===== config.mk =====
export PLATFORM = sky130hd
export DESIGN_NAME = plat_guard
export DESIGN_NICKNAME = d
export VERILOG_FILES = /design/src/rtl/plat_guard_pkg.sv /design/src/rtl/plat_guard_wdog.sv /design/src/rtl/plat_guard_intr.sv /design/src/rtl/plat_guard.sv
export SDC_FILE = /design/constraint.sdc
export NUM_CORES = 1
export LEC_CHECK = 0
export ABC_AREA = 1
export BUFFER_PORTS_ARGS = -buffer_cell sky130_fd_sc_hd__buf_2
export CAP_MARGIN = 20
export CELL_PAD_IN_SITES_DETAIL_PLACEMENT = 0
export CELL_PAD_IN_SITES_GLOBAL_PLACEMENT = 1
export CORE_MARGIN = 2
export CORE_UTILIZATION = 41
export CTS_BUF_LIST = sky130_fd_sc_hd__clkbuf_16
export DETAILED_ROUTE_END_ITERATION = 12
export GPL_ROUTABILITY_DRIVEN = 0
export PLACE_DENSITY = 0.85
export SYNTH_ARGS = -nofsm -noshare
export SYNTH_HDL_FRONTEND = slang
export SYNTH_SLANG_ARGS = --single-unit

===== constraint.sdc =====
create_clock -name clk -period 1.93 [get_ports clk]
set_clock_uncertainty 0.1 [all_clocks]
set_input_delay 0.0965 -clock clk [delete_from_list [all_inputs] [get_ports clk]]
set_output_delay 0.0965 -clock clk [all_outputs]
set_load 0.03 [all_outputs]

===== src/rtl/plat_guard_pkg.sv =====
package plat_guard_pkg;
   localparam logic [1:0] ADDR_STATUS = 2'd0;
   localparam logic [1:0] ADDR_CTRL   = 2'd1;
   localparam logic [1:0] ADDR_RELOAD = 2'd2;

   localparam int STS_TO1   = 0;
   localparam int STS_TO2   = 1;
   localparam int STS_BLANK = 2;
   localparam int STS_INTR  = 3;

   localparam logic [7:0] BLANK_BYTE = 8'hFF;

   typedef enum logic [1:0] {
      ROUTE_NONE = 2'b00,
      ROUTE_IRQ  = 2'b01,
      ROUTE_SMI  = 2'b10,
      ROUTE_RSVD = 2'b11
   } route_e;

   typedef enum logic [1:0] {
      WD_ARM  = 2'd0,
      WD_RUN1 = 2'd1,
      WD_RUN2 = 2'd2,
      WD_DONE = 2'd3
   } wd_state_e;
endpackage


===== src/rtl/plat_guard_wdog.sv =====
module plat_guard_wdog
   import plat_guard_pkg::*;
#(
   parameter int WDT_W      = 16,
   parameter int RST_CYCLES = 16
) (
   input  logic             clk,
   input  logic             rst_n,
   input  logic             fetch,
   input  logic [WDT_W-1:0] reload,
   output logic             to1,
   output logic             to2,
   output logic             plat_rst_n
);
   localparam int PW = $clog2(RST_CYCLES + 1);
   localparam logic [PW-1:0] PULSE_LEN = PW'(RST_CYCLES);

   wd_state_e        state_q;
   logic [WDT_W-1:0] cnt_q;
   logic [PW-1:0]    pulse_q;
   logic             expire;

   assign expire = (cnt_q == WDT_W'(1)) && !fetch;
   assign to1 = (state_q == WD_RUN1) && expire;
   assign to2 = (state_q == WD_RUN2) && expire;

   always_ff @(posedge clk or negedge rst_n) begin
      if (!rst_n) begin
         state_q <= WD_ARM;
         cnt_q   <= '0;
      end else begin
         unique case (state_q)
            WD_ARM: begin
               if (fetch) state_q <= WD_DONE;
               else begin
                  cnt_q   <= reload;
                  state_q <= WD_RUN1;
               end
            end
            WD_RUN1, WD_RUN2: begin
               if (fetch) state_q <= WD_DONE;
               else if (expire) begin
                  cnt_q   <= reload;
                  state_q <= (state_q == WD_RUN1) ? WD_RUN2 : WD_DONE;
               end else cnt_q <= cnt_q - WDT_W'(1);
            end
            default: state_q <= WD_DONE;
         endcase
      end
   end

   always_ff @(posedge clk or negedge rst_n) begin
      if (!rst_n) pulse_q <= '0;
      else if (to2) pulse_q <= PULSE_LEN;
      else if (pulse_q != '0) pulse_q <= pulse_q - PW'(1);
   end

   assign plat_rst_n = (pulse_q == '0);
endmodule


===== src/rtl/plat_guard_intr.sv =====
module plat_guard_intr #(
   parameter int SYNC_STAGES = 2,
   parameter int DEB_TICKS   = 2
) (
   input  logic clk,
   input  logic aon_rst_n,
   input  logic case_open_n,
   input  logic rtc_tick,
   output logic accept
);
   localparam int CW = $clog2(DEB_TICKS + 1);
   localparam logic [CW-1:0] DEB_FULL = CW'(DEB_TICKS);
   localparam logic [CW-1:0] DEB_LAST = CW'(DEB_TICKS - 1);

   logic pin_s;

   generate
      if (SYNC_STAGES == 0) begin : g_nosync
         assign pin_s = case_open_n;
      end else begin : g_sync
         logic [SYNC_STAGES-1:0] chain_q;
         always_ff @(posedge clk or negedge aon_rst_n) begin
            if (!aon_rst_n) chain_q <= '1;
            else chain_q <= {chain_q[SYNC_STAGES-2:0], case_open_n};
         end
         assign pin_s = chain_q[SYNC_STAGES-1];
      end
   endgenerate

   logic [CW-1:0] deb_q;

   always_ff @(posedge clk or negedge aon_rst_n) begin
      if (!aon_rst_n) deb_q <= '0;
      else if (rtc_tick) begin
         if (pin_s) deb_q <= '0;
         else if (deb_q != DEB_FULL) deb_q <= deb_q + CW'(1);
      end
   end

   assign accept = rtc_tick && !pin_s && (deb_q == DEB_LAST);
endmodule


===== src/rtl/plat_guard.sv =====
module plat_guard
   import plat_guard_pkg::*;
#(
   parameter int REG_W       = 16,
   parameter int WDT_W       = 16,
   parameter int WDT_DEFAULT = 1000,
   parameter int RST_CYCLES  = 16,
   parameter int SYNC_STAGES = 2,
   parameter int DEB_TICKS   = 2
) (
   input  logic             clk,
   input  logic             rst_n,
   input  logic             aon_rst_n,
   input  logic             reg_wr,
   input  logic [1:0]       reg_addr,
   input  logic [REG_W-1:0] reg_wdata,
   output logic [REG_W-1:0] reg_rdata,
   input  logic             fetch_strobe,
   input  logic             boot_rd_valid,
   input  logic [7:0]       boot_rd_data,
   input  logic             case_open_n,
   input  logic             rtc_tick,
   output logic             plat_rst_n,
   output logic             smi_o,
   output logic             irq_o
);
   generate
      if (REG_W < 4 || WDT_W > REG_W) begin : g_bad_regw
         $error("plat_guard: REG_W must be >= 4 and >= WDT_W");
      end
      if (WDT_DEFAULT < 1 || WDT_DEFAULT >= (2 ** WDT_W)) begin : g_bad_def
         $error("plat_guard: WDT_DEFAULT must be nonzero and fit WDT_W");
      end
      if (RST_CYCLES < 1 || DEB_TICKS < 1 || SYNC_STAGES == 1) begin : g_bad_cfg
         $error("plat_guard: RST_CYCLES, DEB_TICKS >= 1; SYNC_STAGES 0 or >= 2");
      end
   endgenerate

   logic             wr_sts, wr_ctrl, wr_rel;
   logic [WDT_W-1:0] reload_q, reload_eff;
   route_e           route_q;
   logic             intr_sts, sts_to1, sts_to2, sts_blank, boot_seen;
   logic             to1, to2, intr_acc, clr_intr;

   assign wr_sts   = reg_wr && (reg_addr == ADDR_STATUS);
   assign wr_ctrl  = reg_wr && (reg_addr == ADDR_CTRL);
   assign wr_rel   = reg_wr && (reg_addr == ADDR_RELOAD);
   assign clr_intr = wr_sts && reg_wdata[STS_INTR];
   assign reload_eff = (reload_q == '0) ? WDT_W'(1) : reload_q;

   plat_guard_wdog #(.WDT_W(WDT_W), .RST_CYCLES(RST_CYCLES)) u_wdog (
      .clk(clk), .rst_n(rst_n), .fetch(fetch_strobe), .reload(reload_eff),
      .to1(to1), .to2(to2), .plat_rst_n(plat_rst_n)
   );

   plat_guard_intr #(.SYNC_STAGES(SYNC_STAGES), .DEB_TICKS(DEB_TICKS)) u_intr (
      .clk(clk), .aon_rst_n(aon_rst_n), .case_open_n(case_open_n),
      .rtc_tick(rtc_tick), .accept(intr_acc)
   );

   always_ff @(posedge clk or negedge aon_rst_n) begin
      if (!aon_rst_n) begin
         reload_q <= WDT_W'(WDT_DEFAULT);
         route_q  <= ROUTE_NONE;
         intr_sts <= 1'b0;
      end else begin
         if (wr_rel)  reload_q <= reg_wdata[WDT_W-1:0];
         if (wr_ctrl) route_q  <= route_e'(reg_wdata[1:0]);
         if (intr_acc) intr_sts <= 1'b1;
         else if (clr_intr) intr_sts <= 1'b0;
      end
   end

   always_ff @(posedge clk or negedge rst_n) begin
      if (!rst_n) begin
         sts_to1   <= 1'b0;
         sts_to2   <= 1'b0;
         sts_blank <= 1'b0;
         boot_seen <= 1'b0;
      end else begin
         if (to1) sts_to1 <= 1'b1;
         else if (wr_sts && reg_wdata[STS_TO1]) sts_to1 <= 1'b0;
         if (to2) sts_to2 <= 1'b1;
         else if (wr_sts && reg_wdata[STS_TO2]) sts_to2 <= 1'b0;
         if (boot_rd_valid && !boot_seen && boot_rd_data == BLANK_BYTE) sts_blank <= 1'b1;
         else if (wr_sts && reg_wdata[STS_BLANK]) sts_blank <= 1'b0;
         if (boot_rd_valid) boot_seen <= 1'b1;
      end
   end

   always_comb begin
      reg_rdata = '0;
      unique case (reg_addr)
         ADDR_STATUS: begin
            reg_rdata[STS_TO1]   = sts_to1;
            reg_rdata[STS_TO2]   = sts_to2;
            reg_rdata[STS_BLANK] = sts_blank;
            reg_rdata[STS_INTR]  = intr_sts;
         end
         ADDR_CTRL:   reg_rdata[1:0] = route_q;
         ADDR_RELOAD: reg_rdata[WDT_W-1:0] = reload_q;
         default:     reg_rdata = '0;
      endcase
   end

   assign smi_o = intr_sts && (route_q == ROUTE_SMI);
   assign irq_o = intr_sts && (route_q == ROUTE_IRQ);
endmodule


* Yosys cells after proc, flatten, opt, wreduce, memory -nomap -nowiden
Cells that the tools add are included.
** Word-level totals
- Input port bits :: 34
- Logic and storage cells :: 87
- Flip-flop bits (word level) :: 50
- Output and inout bits :: 19
** Operators by class
- Eq/ne operators :: 13
- Mux-type cells :: 25
- Reduce and logical (&&, ||, !) cells :: 34
- Add/subtract/negate cells :: 3
** Operators with widths (number)
- $mux 16 :: 4
- $pmux 16 s2 :: 1
- $eq 16x1->1 const B :: 1
- $logic_and 1x1->1 :: 16
- $logic_not 16->1 :: 1
- $sub 16x1->16 const B :: 1
- $reduce_bool 2->1 :: 7
- $mux 12 :: 1
- $mux 2 :: 5
- $mux 5 :: 2
- $mux 1 :: 9
- $eq 2x1->1 const B :: 4
- $eq 8x8->1 const B :: 1
- $pmux 2 s2 :: 2
- $eq 2x2->1 const B :: 3
- $ne 2x2->1 const B :: 3
- $pmux 2 s3 :: 1
- $logic_not 5->1 :: 1
- $reduce_bool 5->1 :: 1
- $sub 5x1->5 const B :: 1
- $logic_not 2->1 :: 2
- $logic_not 1->1 :: 3
- $ne 3x2->1 const B :: 1
- $reduce_and 3->1 :: 1
- other kinds (3) :: 3

* Longest topological paths before layout
Gate-level depths: netlist of the first run.
- Word-level depth :: 5
- Mapped depth :: 12

* By module
Synthesis of the first run repeated with hierarchy kept, for this count alone.
** Second synthesis, totals
- Cells, all modules :: 468
- Area total of the unflattened synthesis :: 3244.4 um2
** Modules (own cells, without submodules)
- plat_guard_wdog :: cells each 266, area an instance 1791.7 um2, instances 1, seq. area each 575.6 um2
- plat_guard :: cells each 181, area an instance 1261.2 um2, instances 1, seq. area each 583.1 um2
- plat_guard_intr :: cells each 21, area an instance 191.4 um2, instances 1, seq. area each 102.6 um2

* Worst setup path before layout of the first run
Ideal clock, no wire load.
- Kind :: register to register
- From :: reg u_wdog.state_q[1]
- To :: reg u_wdog.cnt_q[11]
- Path buffers :: 1
- Period minus slack after synthesis :: 1.712 ns
- Stages on the path, launching flop included :: 9
- Data required time :: 1.713 ns
- Slack :: 0.218 ns
- Setup time :: 0.117 ns
- Arrival :: 1.494 ns
- Path through :: dfrtp_1 -> inv_1 -> ha_1 -> inv_2 -> o21ai_4 -> inv_4 -> buf_2 -> nand3_1 -> nand2_1
** Between the ends
- Word-level cells in the longest chain between the ends :: 4
** RTL lines
- from (decl) :: line plat_guard_wdog.sv:18 : wd_state_e state_q;
- from (signal assigned) :: line plat_guard_wdog.sv:44 : state_q <= (state_q == WD_RUN1) ? WD_RUN2 : WD_DONE;
- $eq 2x1->1 or $eq 2x2->1 (tied branches) :: line plat_guard_wdog.sv:32 : unique case (state_q)
- $reduce_or 2->1 :: line plat_guard_wdog.sv:32
- $ne 2x2->1 (no source line) or $reduce_bool 2->1 (tied branches)
- $reduce_and 3->1 (no source line)
- to (signal assigned) :: line plat_guard_wdog.sv:36 : cnt_q <= reload;
- to (signal assigned) :: line plat_guard_wdog.sv:43 : cnt_q <= reload;
- to (signal assigned) :: line plat_guard_wdog.sv:45 : end else cnt_q <= cnt_q - WDT_W'(1);
- to (decl) :: line plat_guard_wdog.sv:19 : logic [WDT_W-1:0] cnt_q;
Parallel ways exist; a longest one is shown, timed or not.
A chain may end at the register's enable or synchronous reset.

* Worst setup path in the final report of the first run
- From :: reg u_wdog.state_q[0]
- To :: reg u_wdog.cnt_q[7]
The elaborated chain is that of the path after synthesis.

==> run_results.csv, run 1 <==
group,metric,value,unit
outcome,status,"finished clean",
finish,final_common_cell,"nand2_1",
worst_setup_path,crit_required,2.01,ns
yosys,synth-xor-area-share,1.751,%
sta,finalSetupTns,0,ns
flow_run,cap_viol_max_count,0,
floorplanning,die_h,89.55,um
finish,area_growth_syn_to_layout,25.02,%
finish,final_cell_mix,"nand2_1, nor2_1, buf_2",
yosys,synth.largest_area_cell,"dfrtp_1",
yosys,avgSynthCellArea,7.445,um2
floorplanning,rows,31,
yosys,synth-adder-area-share,4.170,%
sta,finalSetupViolations,0,
pwr,power,5.327,mW
worst_hold_path,hp-start,"reg_wdata[1]",
route,drt-total-wl,6.780,mm
pwr,ir_worst_vdd,0.0006200,V
worst_setup_path,reg2reg_setup_slack,0.16,ns
worst_setup_path,cp-end-kind,"flip-flop",
worst_setup_path,cp_max_fo,15,
route,drtPass1Iterations,4,
route,ant_nets,0,
place,dp.cells,551,
clocking,cts_htree_levels,2,
global_route,grt_pass1_wl,11.71,mm
yosys,ys_types,36,
yosys,ys_seq_area_share,42.04,%
place,io_buffers,52,
route,vias_per_cell,4.694,
finish,drive_gt1_share,21.12,%
place,pre_cts_ws,0.1730,ns
worst_setup_path,r2r-start,"u_wdog.state_q[0]",
worst_hold_path,hold_path_class,"input pin to flip-flop",
finish,fin_area,3751,um2
yosys,synth-simple-area-share,35.57,%
global_route,antenna_found_initial,0,
worst_setup_path,cp.arrival,1.84,ns
sta,worstMarginPinSlew,0.6025,ns
yosys,synth.top_cell.area_share,35.03,%
route,drc,0,
sta,hold_violations,0,
floorplanning,die_x,89.55,um
clocking,cts.sinks,50,
yosys,synth_cells,403,
sta,slew_violations,0,
clocking,ctsRootBufferMaster,"clkbuf_16",
finish,antennaDiodeCount,0,
sta,rsz0062_at_grt,"no",
place,place_hpwl,4.930,mm
global_route,grt-ovfl-total,0,
route,via_count,2732,
clocking,clock_path_buffers,2,
floorplanning,io_pins,53,
floorplanning,start_util,41.81,%
sta,max_freq,0.5657,GHz
yosys,yosysWarnings,0,
finish,finish.net_count,526,
worst_setup_path,r2r_end,"u_wdog.cnt_q[7]",
global_route,grt_max_degree,33,
pwr,powerDensity,1420,nW/um2
sta,fin_crit,1.768,ns
yosys,synth_nets,447,
worst_setup_path,r2r_cells,7,
floorplanning,coreArea,7176,um2
sta,timing.slew.headroom,59.83,%
sta,fin_crit_sh,91.59,%
global_route,grt_usage,18.67,%
worst_hold_path,holdPathStages,3,
route,routedWlPerCell,11.65,um
yosys,yosys-top-cells-area,"dfrtp_1, nand2_1, dfstp_2",
pwr,p_leak,1.937,nW
finish,fillerInstances,697,
clocking,cts_made_buffers,5,
floorplanning,die_area,8018,um2
sta,setup_ws,0.1623,ns
route,first_iter_violations,127,
worst_setup_path,worstSetupStartpointType,"flip-flop",
yosys,synth_compound_gate_area_share,8.382,%
clocking,cts.clk_slew.worst_paths,0.07,ns
worst_setup_path,worstSetupPathType,"flip-flop to flip-flop",
place,post_dp_cell_area,3369,um2
yosys,synth.ff_latch_count,50,
yosys,syn_area,3000,um2
clocking,clk_latency,0.29,ns
finish,fin_cells,582,
yosys,muxShareOfSynthArea,0,%
yosys,synth_top_family_by_area,"simple AND/OR/NAND/NOR gates",
clocking,cts_tree,"done",
global_route,grt_pass1_vias,2587,
worst_hold_path,min_to,"reload_q[1]",
-- per-layer routing --
metal	vias to the layer above	track usage (%)	wire length, um
met4	0	5.020	92
met1	1253	25.80	3238
met2	45	30.15	3219
li1	1426	-	-
met3	8	3.416	230
met5	-	0	0
-- Yosys cell counts --
cell,n
nand2_1,117
a21oi_2,1
dfstp_2,8
o21ai_4,1
nand2_2,10
nor3_1,2
nand3_1,21
o211ai_1,3
nand2_4,1
nand3_2,2
dfrtp_1,42
o41ai_1,1
inv_1,47
inv_2,2
xor2_1,1
buf_4,1
buf_2,2
o21a_1,1
nand3b_1,6
buf_1,1
inv_4,1
buf_12,1
o21ai_1,3
o21ai_0,17
clkbuf_1,3
ha_1,10
nand4_1,10
nor2_1,54
xnor2_1,5
or2_2,3
a21oi_1,16
a21boi_0,1
nor2_2,3
nor2_4,4
and2_4,1
nand3_4,1
-- critical path, stage by stage, from the launching register on --
cell and delay (ns):
dfrtp_1 0.38, inv_1 0.09, ha_1 0.32, inv_2 0.06, o21ai_4 0.36, inv_4 0.16
nand3_1 0.12, nand2_1 0.05
-- report_power, final --
group	switching, mW	internal [mW]	leakage (nW)
clock network	0.372	0.471	0.0724
registers	0.338	1.42	0.582
logic	1.71	1.02	1.28
-- layout make-up --
type                    count  area, um2  share of cell area, %
clock buffers               5      125.1                  3.336
clock inverters             3      15.01                 0.4003
inverters                  50      190.2                  5.070
multi-input cells         295       1508                  40.19
flip-flops and latches     50       1261                  33.62
well taps                  99      123.9                  3.302
repair buffers             80      528.0                  14.08
-- metrics by stage --
stage	utilization, %	hold WS [ns]
CTS	52.12	0.04851
global route	52.28	0.05867
global placement	46.96	-0.005963
detailed placement	46.96	-0.003707
finish	52.28	0.04576
floorplan	-	-0.2991
-- what timing repair did --
item	in CTS	in global routing
resized for setup	0	2
hold endpoints to repair	60	0
hold buffers	23	0
buffers inserted	0	0
setup endpoints to repair	0	1
-- kinds of logic (layout without fill, tap and decap cells) --
logic type / Yosys count / count (layout)
fa+ha+maj: 10 / 10
flops: 50 / 50
simple gates: 235 / 235
buf+inv: 58 / 138
xor+xnor: 6 / 6
compound gates: 44 / 44
-- worst max-delay path by stage --
stage / slack (ns) / depth (start not counted) / startpoint / end
detailed placement: 0.17 / 7 / u_wdog.state_q[1] / u_wdog.cnt_q[3]
global route: 0.01 / 7 / u_wdog.state_q[1] / u_wdog.cnt_q[7]
finish: 0.16 / 7 / u_wdog.state_q[0] / u_wdog.cnt_q[7]
floorplan: 0.22 / 8 / u_wdog.state_q[1] / u_wdog.cnt_q[11]
CTS: 0.16 / 7 / u_wdog.state_q[0] / u_wdog.cnt_q[11]
global placement: 0.20 / 11 / u_wdog.cnt_q[1] / u_wdog.cnt_q[14]
-- state kept, by name, summed over array words and instances (netlist names), 2 cells and up --
| register | flops |
|---|---|
| u_wdog.state_q | 2 |
| u_wdog.cnt_q | 16 |
| route_q | 2 |
| reload_q | 16 |
| u_intr.deb_q | 2 |
| u_intr.g_sync.chain_q | 2 |
| u_wdog.pulse_q | 5 |
No activity file was read; power rests on OpenSTA's default activity.
==> run 2: changes to the inputs <==
--- a/config.mk
+++ b/config.mk
@@ -7,15 +7,14 @@
 export LEC_CHECK = 0
 export ABC_AREA = 1
 export BUFFER_PORTS_ARGS = -buffer_cell sky130_fd_sc_hd__buf_2
-export CAP_MARGIN = 20
 export CELL_PAD_IN_SITES_DETAIL_PLACEMENT = 0
 export CELL_PAD_IN_SITES_GLOBAL_PLACEMENT = 1
-export CORE_MARGIN = 2
-export CORE_UTILIZATION = 41
+export CORE_UTILIZATION = 40
 export CTS_BUF_LIST = sky130_fd_sc_hd__clkbuf_16
 export DETAILED_ROUTE_END_ITERATION = 12
 export GPL_ROUTABILITY_DRIVEN = 0
-export PLACE_DENSITY = 0.85
+export PLACE_DENSITY = 0.83
 export SYNTH_ARGS = -nofsm -noshare
 export SYNTH_HDL_FRONTEND = slang
+export SYNTH_HIERARCHICAL = 1
 export SYNTH_SLANG_ARGS = --single-unit
==> run 2 against run 1 <==
Effect of this change:
- routed wire length rose by 6.9%
- synthesized cell count rose by 16%
- combinational power fell by 83%
- hold slack got worse by 0.043 ns
- critical path type unchanged
- global-route usage fell by 0.059 points
- final cell count rose by 7.7%
- core utilization fell by 2.5 points
- critical path depth fell by 1
- sequential share of layout area fell by 1.0 points
- via count rose by 5.5%
- total power fell by 52%
- largest power group is now registers
==> run_results.csv, run 2 <==
group,metric,value,unit
clocking,clock_path_buffers,2,
sta,setup_ws,0.1761,ns
pwr,p_comb_share,17.6,%
yosys,avgSynthCellArea,6.932,um2
route,routedWlPerCell,11.56,um
worst_setup_path,startpoint,"u_wdog/state_q[0]",
place,io_buffers,52,
outcome,status,"finished clean",
sta,max_freq,0.5702,GHz
yosys,synth.largest_area_cell,"dfrtp_1",
global_route,grt_usage,18.61,%
sta,worstMarginPinSlew,0.6124,ns
finish,final_cell_mix,"nand2_1, inv_1, nor2_1",
worst_hold_path,hold_path_class,"input pin to flip-flop",
worst_hold_path,min_to,"reload_q[0]",
finish,top_regs,"reload_q (16), u_wdog/cnt_q (16), u_wdog/pulse_q (5)",
sta,timing.slew.headroom,59.17,%
global_route,grt_pass1_vias,2837,
pwr,p_seq_share,47.5,%
clocking,cts.clk_slew.worst_paths,0.07,ns
sta,rsz0062_at_grt,"no",
pwr,p_clk_share,34.8,%
clocking,post-cts-setup-buffers,0,
yosys,muxShareOfSynthArea,0,%
pwr,p_leak,2.076,nW
worst_setup_path,worstSetupStartpointType,"flip-flop",
yosys,synth_compound_gate_area_share,5.013,%
route,drt-total-wl,7.251,mm
global_route,grt_max_degree,28,
pwr,powerDensity,667.5,nW/um2
sta,fin_crit_sh,90.88,%
pwr,p_sw_share,29.87,%
clocking,clk_latency,0.29,ns
worst_hold_path,holdPathStages,3,
yosys,synth_cells,468,
worst_setup_path,r2r_cells,6,
finish,drive_gt1_share,19.43,%
yosys,yosys-top-cells-area,"dfrtp_1, nand2_1, inv_1",
clocking,cts_htree_levels,2,
floorplanning,die_h,92.06,um
global_route,grt-busiest-layer,"met2",
floorplanning,die_area,8475,um2
sta,finalSetupTns,0,ns
yosys,synth.ff_latch_count,50,
clocking,cts.sinks,50,
worst_setup_path,crit_required,2.00,ns
clocking,cts_made_buffers,5,
global_route,grt_pass1_wl,12.74,mm
global_route,grt-ovfl-total,0,
flow_run,cap_viol_max_count,0,
floorplanning,coreArea,7767,um2
global_route,use_met1,23.93,%
yosys,synth.top_cell.area_share,32.39,%
yosys,syn_area,3244,um2
yosys,ys_seq_area_share,38.87,%
sta,hold_ws,0.003129,ns
route,first_iter_violations,60,
yosys,synth-xor-area-share,1.350,%
sta,finalSetupViolations,0,
finish,area_growth_syn_to_layout,19.17,%
yosys,synth-adder-area-share,3.857,%
yosys,yosysWarnings,6,
global_route,use_met3,2.570,%
pwr,ir_worst_vdd,0.0004177,V
pwr,power,2.581,mW
pwr,switchingPower,770.8,uW
place,pre_cts_ws,0.03622,ns
place,place_hpwl,5.438,mm
yosys,synth_nets,512,
global_route,grtUsageMet2,32.59,%
route,ant_nets,0,
route,drc,0,
floorplanning,die_x,92.06,um
floorplanning,io_pins,53,
worst_setup_path,cp-end-kind,"flip-flop",
yosys,synth_top_family_by_area,"simple AND/OR/NAND/NOR gates",
floorplanning,start_util,41.77,%
yosys,synth-simple-area-share,38.18,%
worst_setup_path,r2r-start,"u_wdog/state_q[0]",
sta,fin_crit,1.754,ns
worst_setup_path,cp.arrival,1.83,ns
yosys,yosysMostFrequentCell,"nand2_1",
finish,antennaDiodeCount,0,
yosys,synthFlopType,"dfrtp_1",
route,via_count,2883,
worst_setup_path,reg2reg_setup_slack,0.18,ns
yosys,synthTopCellsByCount,"nand2_1, inv_1, nor2_1, nand3_1, dfrtp_1",
route,drtPass1Iterations,4,
yosys,async_flop_share,100.0,%
worst_setup_path,worstSetupPathType,"flip-flop to flip-flop",
clocking,cts_tree,"done",
yosys,ys_types,31,
route,vias_per_cell,4.598,
global_route,antenna_found_initial,0,
clocking,ctsRootBufferMaster,"clkbuf_16",
worst_setup_path,r2r_end,"u_wdog/cnt_q[1]",
floorplanning,rows,32,
worst_hold_path,hp-start,"reg_wdata[0]",
sta,slew_violations,0,
finish,final_common_cell,"nand2_1",
worst_setup_path,cp_max_fo,21,
sta,hold_violations,0,
pwr,internal_power,1.810,mW
finish,finish.net_count,568,
yosys,synth_edf_count,0,
## run 2: worst max-delay path: stages, from the launching register on
cell and delay [ns]:
dfrtp_1 0.40, inv_1 0.09, ha_1 0.31, o21ai_0 0.27, inv_2 0.24, nand3_1 0.15
o21ai_1 0.07
## run 2: kinds of logic (layout without fill, tap and decap cells)
group	count (synthesis)	in the layout
adder cells (fa/ha/maj)	10	10
flip-flops	50	50
AND/OR/NAND/NOR	278	278
XOR/XNOR	5	5
buffers and inverters	99	156
AO/OA/AOI/OAI	26	26
## run 2: cell type report
type                       count  area, um2
fill                         837       3901
multi-input combinational    319       1570
sequential                    50       1261
timing repair buffer          75      483.0
inverter                      73      274.0
tap                          102      127.6
clock buffer                   5      125.1
clock inverter                 3      25.02
## run 2: worst max-delay path by stage
stage	endpoint	depth (start not counted)
floorplan	u_wdog/cnt_q[4]	7
finish	u_wdog/cnt_q[1]	6
global placement	u_wdog/cnt_q[4]	6
global route	u_wdog/cnt_q[0]	6
detailed placement	u_wdog/cnt_q[1]	6
CTS	u_wdog/cnt_q[1]	6
## run 2: layer usage
metal  wire length (um)  part of all wire, %
met1               3562                   49
met2               3440                   47
met3                183                  2.5
met4                 63                 0.87
met5                  0                    0
## run 2: power by group through the flow
stage / clock [mW] / sequential [mW] / combinational (mW)
after floorplan: 0 / 1.22 / 0.326
after global placement: 0 / 1.24 / 0.422
after detailed placement: 0 / 1.25 / 0.429
after CTS: 0.915 / 1.23 / 0.461
after global routing: 0.958 / 1.24 / 0.523
final: 0.899 / 1.23 / 0.455
## run 2: per-stage QoR
stage	utilization, %	cells	cell area, um2
global placement	45.26	599	3516
detailed placement	45.26	599	3516
finish	49.77	627	3866
CTS	49.77	627	3866
floorplan	-	468	3244
global route	49.77	627	3866
## run 2: what timing repair did
action                     in CTS  in global routing
hold buffers                   20                  0
resized for setup               0                  1
hold endpoints to repair       61                  0
setup endpoints to repair       0                 16
==> run 3: changes to the inputs <==
--- a/config.mk
+++ b/config.mk
@@ -7,13 +7,14 @@
 export LEC_CHECK = 0
 export ABC_AREA = 1
 export BUFFER_PORTS_ARGS = -buffer_cell sky130_fd_sc_hd__buf_2
-export CELL_PAD_IN_SITES_DETAIL_PLACEMENT = 0
+export CELL_PAD_IN_SITES_DETAIL_PLACEMENT = 1
 export CELL_PAD_IN_SITES_GLOBAL_PLACEMENT = 1
 export CORE_UTILIZATION = 40
 export CTS_BUF_LIST = sky130_fd_sc_hd__clkbuf_16
 export DETAILED_ROUTE_END_ITERATION = 12
 export GPL_ROUTABILITY_DRIVEN = 0
 export PLACE_DENSITY = 0.83
+export SLEW_MARGIN = 20
 export SYNTH_ARGS = -nofsm -noshare
 export SYNTH_HDL_FRONTEND = slang
 export SYNTH_HIERARCHICAL = 1
==> run 3 against run 2 <==
Effect of this change:
- total power up 11%
- flip-flop and latch count unchanged
- final cell count up 0.64%
- clock power up 29%
- setup slack worse by 0.044 ns
- critical path depth up 4
- global-route usage up 4.3 points
- die area unchanged
- hold slack better by 0.028 ns
- critical path type unchanged
- highest routed layer unchanged
==> run_results.csv, run 3 (same netlist as run 2, synthesis figures left out) <==
group,metric,value,unit
outcome,status,"finished clean",
pwr,powerDensity,727.0,nW/um2
route,wl_met1,4.005,mm
sta,rsz0062_at_grt,"no",
global_route,antenna_found_initial,0,
clocking,cts_made_buffers,5,
worst_setup_path,crit_required,2.01,ns
pwr,p_clk_share,40.5,%
worst_setup_path,cp_max_fo,14,
place,post_dp_cell_area,3516,um2
worst_setup_path,path_delay_family,"simple AND/OR/NAND/NOR gates",
clocking,cts_tree,"done",
clocking,clock_path_buffers,2,
sta,timing.slew.headroom,56.97,%
floorplanning,coreArea,7767,um2
pwr,power,2.875,mW
finish,area_growth_syn_to_layout,21.91,%
route,routedWlPerCell,14.41,um
floorplanning,rows,32,
floorplanning,start_util,41.77,%
floorplanning,io_pins,53,
route,top_layer_used,"met4",
global_route,grt-ovfl-total,0,
worst_setup_path,worstSetupStartpointType,"flip-flop",
clocking,cts.clk_slew.worst_paths,0.07,ns
place,io_buffers,52,
global_route,grt_usage,22.93,%
global_route,grt_max_degree,28,
worst_setup_path,max_stage_delay,0.39,ns
pwr,p_sw_share,28.00,%
pwr,p_comb_share,16.6,%
route,first_iter_violations,90,
pwr,internal_power,2.070,mW
clocking,cts_htree_levels,2,
clocking,cts.sinks,50,
sta,slew_violations,0,
worst_setup_path,worstSetupPathType,"flip-flop to flip-flop",
sta,max_freq,0.5563,GHz
route,drtPass1Iterations,4,
sta,fin_crit,1.797,ns
route,via_count,3085,
finish,drive_gt1_share,19.85,%
finish,final_common_cell,"nand2_1",
route,drc,0,
sta,worstMarginPinSlew,0.6454,ns
floorplanning,die_x,92.06,um
route,ant_nets,0,
finish,final_cell_mix,"nand2_1, inv_1, nor2_1",
sta,finalSetupViolations,0,
finish,finish.net_count,572,
clocking,ctsRootBufferMaster,"clkbuf_16",
worst_setup_path,cp_num_buf_inv,2,
pwr,p_leak,2.124,nW
route,drt-total-wl,9.095,mm
route,wl_met3,177,um
route,wl_met2,4.805,mm
route,vias_per_cell,4.889,
clocking,clk_latency,0.30,ns
worst_setup_path,crit_slowest_cell,"dfrtp_1",
finish,fin_cells,631,
worst_setup_path,cp-end-kind,"flip-flop",
sta,fin_crit_sh,93.13,%
sta,hold_violations,0,
flow_run,cap_viol_max_count,0,
pwr,switchingPower,805.1,uW
worst_setup_path,crit_chain,"inv_1, ha_1, nand3_1, nor2_4, nand3_4, nand2_8, buf_12, nand2_1, nand3_1, nand2_1",
global_route,grt_pass1_vias,3298,
floorplanning,die_h,92.06,um
finish,fin_area,3955,um2
global_route,grt_pass1_wl,15.26,mm
pwr,ir_worst_vdd,0.0004333,V
worst_hold_path,hold_path_class,"input pin to flip-flop",
floorplanning,die_area,8475,um2
finish,antennaDiodeCount,0,
worst_setup_path,cp.arrival,1.88,ns
pwr,p_seq_share,42.9,%
finish,top_regs,"reload_q (16), u_wdog/cnt_q (16), u_wdog/pulse_q (5)",
place,place_hpwl,6.291,mm
place,dp.cells,599,
-- run 3: final cells by class --
type / count / area (um2)
fillers: 1013 / 3812
clock inverters: 3 / 68.82
multi-input cells: 319 / 1570
repair buffers: 79 / 528.0
flip-flops and latches: 50 / 1261
inverters: 73 / 274.0
well taps: 102 / 127.6
clock buffers: 5 / 125.1
-- run 3: metrics by stage --
step	hold slack, ns	setup slack (ns)	TNS (ns)	utilization [%]
2_1_floorplan	-0.2991	0.2446	0	-
3_3_place_gp	-0.002360	0.1406	0	45.26
3_5_place_dp	-0.005812	-0.02581	-0.06579	45.26
4_1_cts	0.007332	0.09363	0	50.47
5_1_grt	0.05542	0.005698	0	50.92
6_report	0.03152	0.1325	0	50.92
-- run 3: layer usage --
metal / vias up / track usage [%]
li1: 1536 / -
met1: 1505 / 25.97
met2: 36 / 43.91
met3: 8 / 3.234
met4: 0 / 7.031
met5: - / 0
-- run 3: final timing paths --
check,startpoint,end,slack (ns),cells after the start
setup / recovery,u_wdog/cnt_q[1],u_wdog/cnt_q[6],0.13,10
hold / removal,reg_wdata[1],reload_q[1],0.03,3
setup reg to reg,u_wdog/cnt_q[1],u_wdog/cnt_q[6],0.13,10
hold reg to reg,u_intr/g_sync.chain_q[0],u_intr/g_sync.chain_q[1],0.26,0
max in group asynchronous,rst_n,u_wdog/cnt_q[5],1.05,2
min in group asynchronous,aon_rst_n,u_intr/deb_q[1],0.22,2
-- run 3: worst reg2reg max path, stage by stage, from the launching register on --
cell and delay [ns]:
dfrtp_1 0.39, inv_1 0.10, ha_1 0.15, nand3_1 0.11, nor2_4 0.13, nand3_4 0.19, nand2_8 0.20, buf_12 0.13
nand2_1 0.05, nand3_1 0.07, nand2_1 0.07
-- run 3: power groups by stage --
| stage | combinational, mW | sequential, mW | clock [mW] |
|---|---|---|---|
| global route | 0.543 | 1.24 | 1.22 |
| global placement | 0.422 | 1.24 | 0 |
| floorplan | 0.326 | 1.22 | 0 |
| CTS | 0.476 | 1.23 | 1.18 |
| finish | 0.479 | 1.23 | 1.16 |
| detailed placement | 0.437 | 1.25 | 0 |
-- run 3: what timing repair did --
| action | in CTS | in global routing |
|---|---|---|
| endpoints found under the setup margin | 12 | 6 |
| pin swaps | 0 | 2 |
| gates resized for setup | 1 | 1 |
| hold endpoints to repair | 61 | 0 |
| buffers inserted | 0 | 3 |
| hold buffers | 21 | 0 |
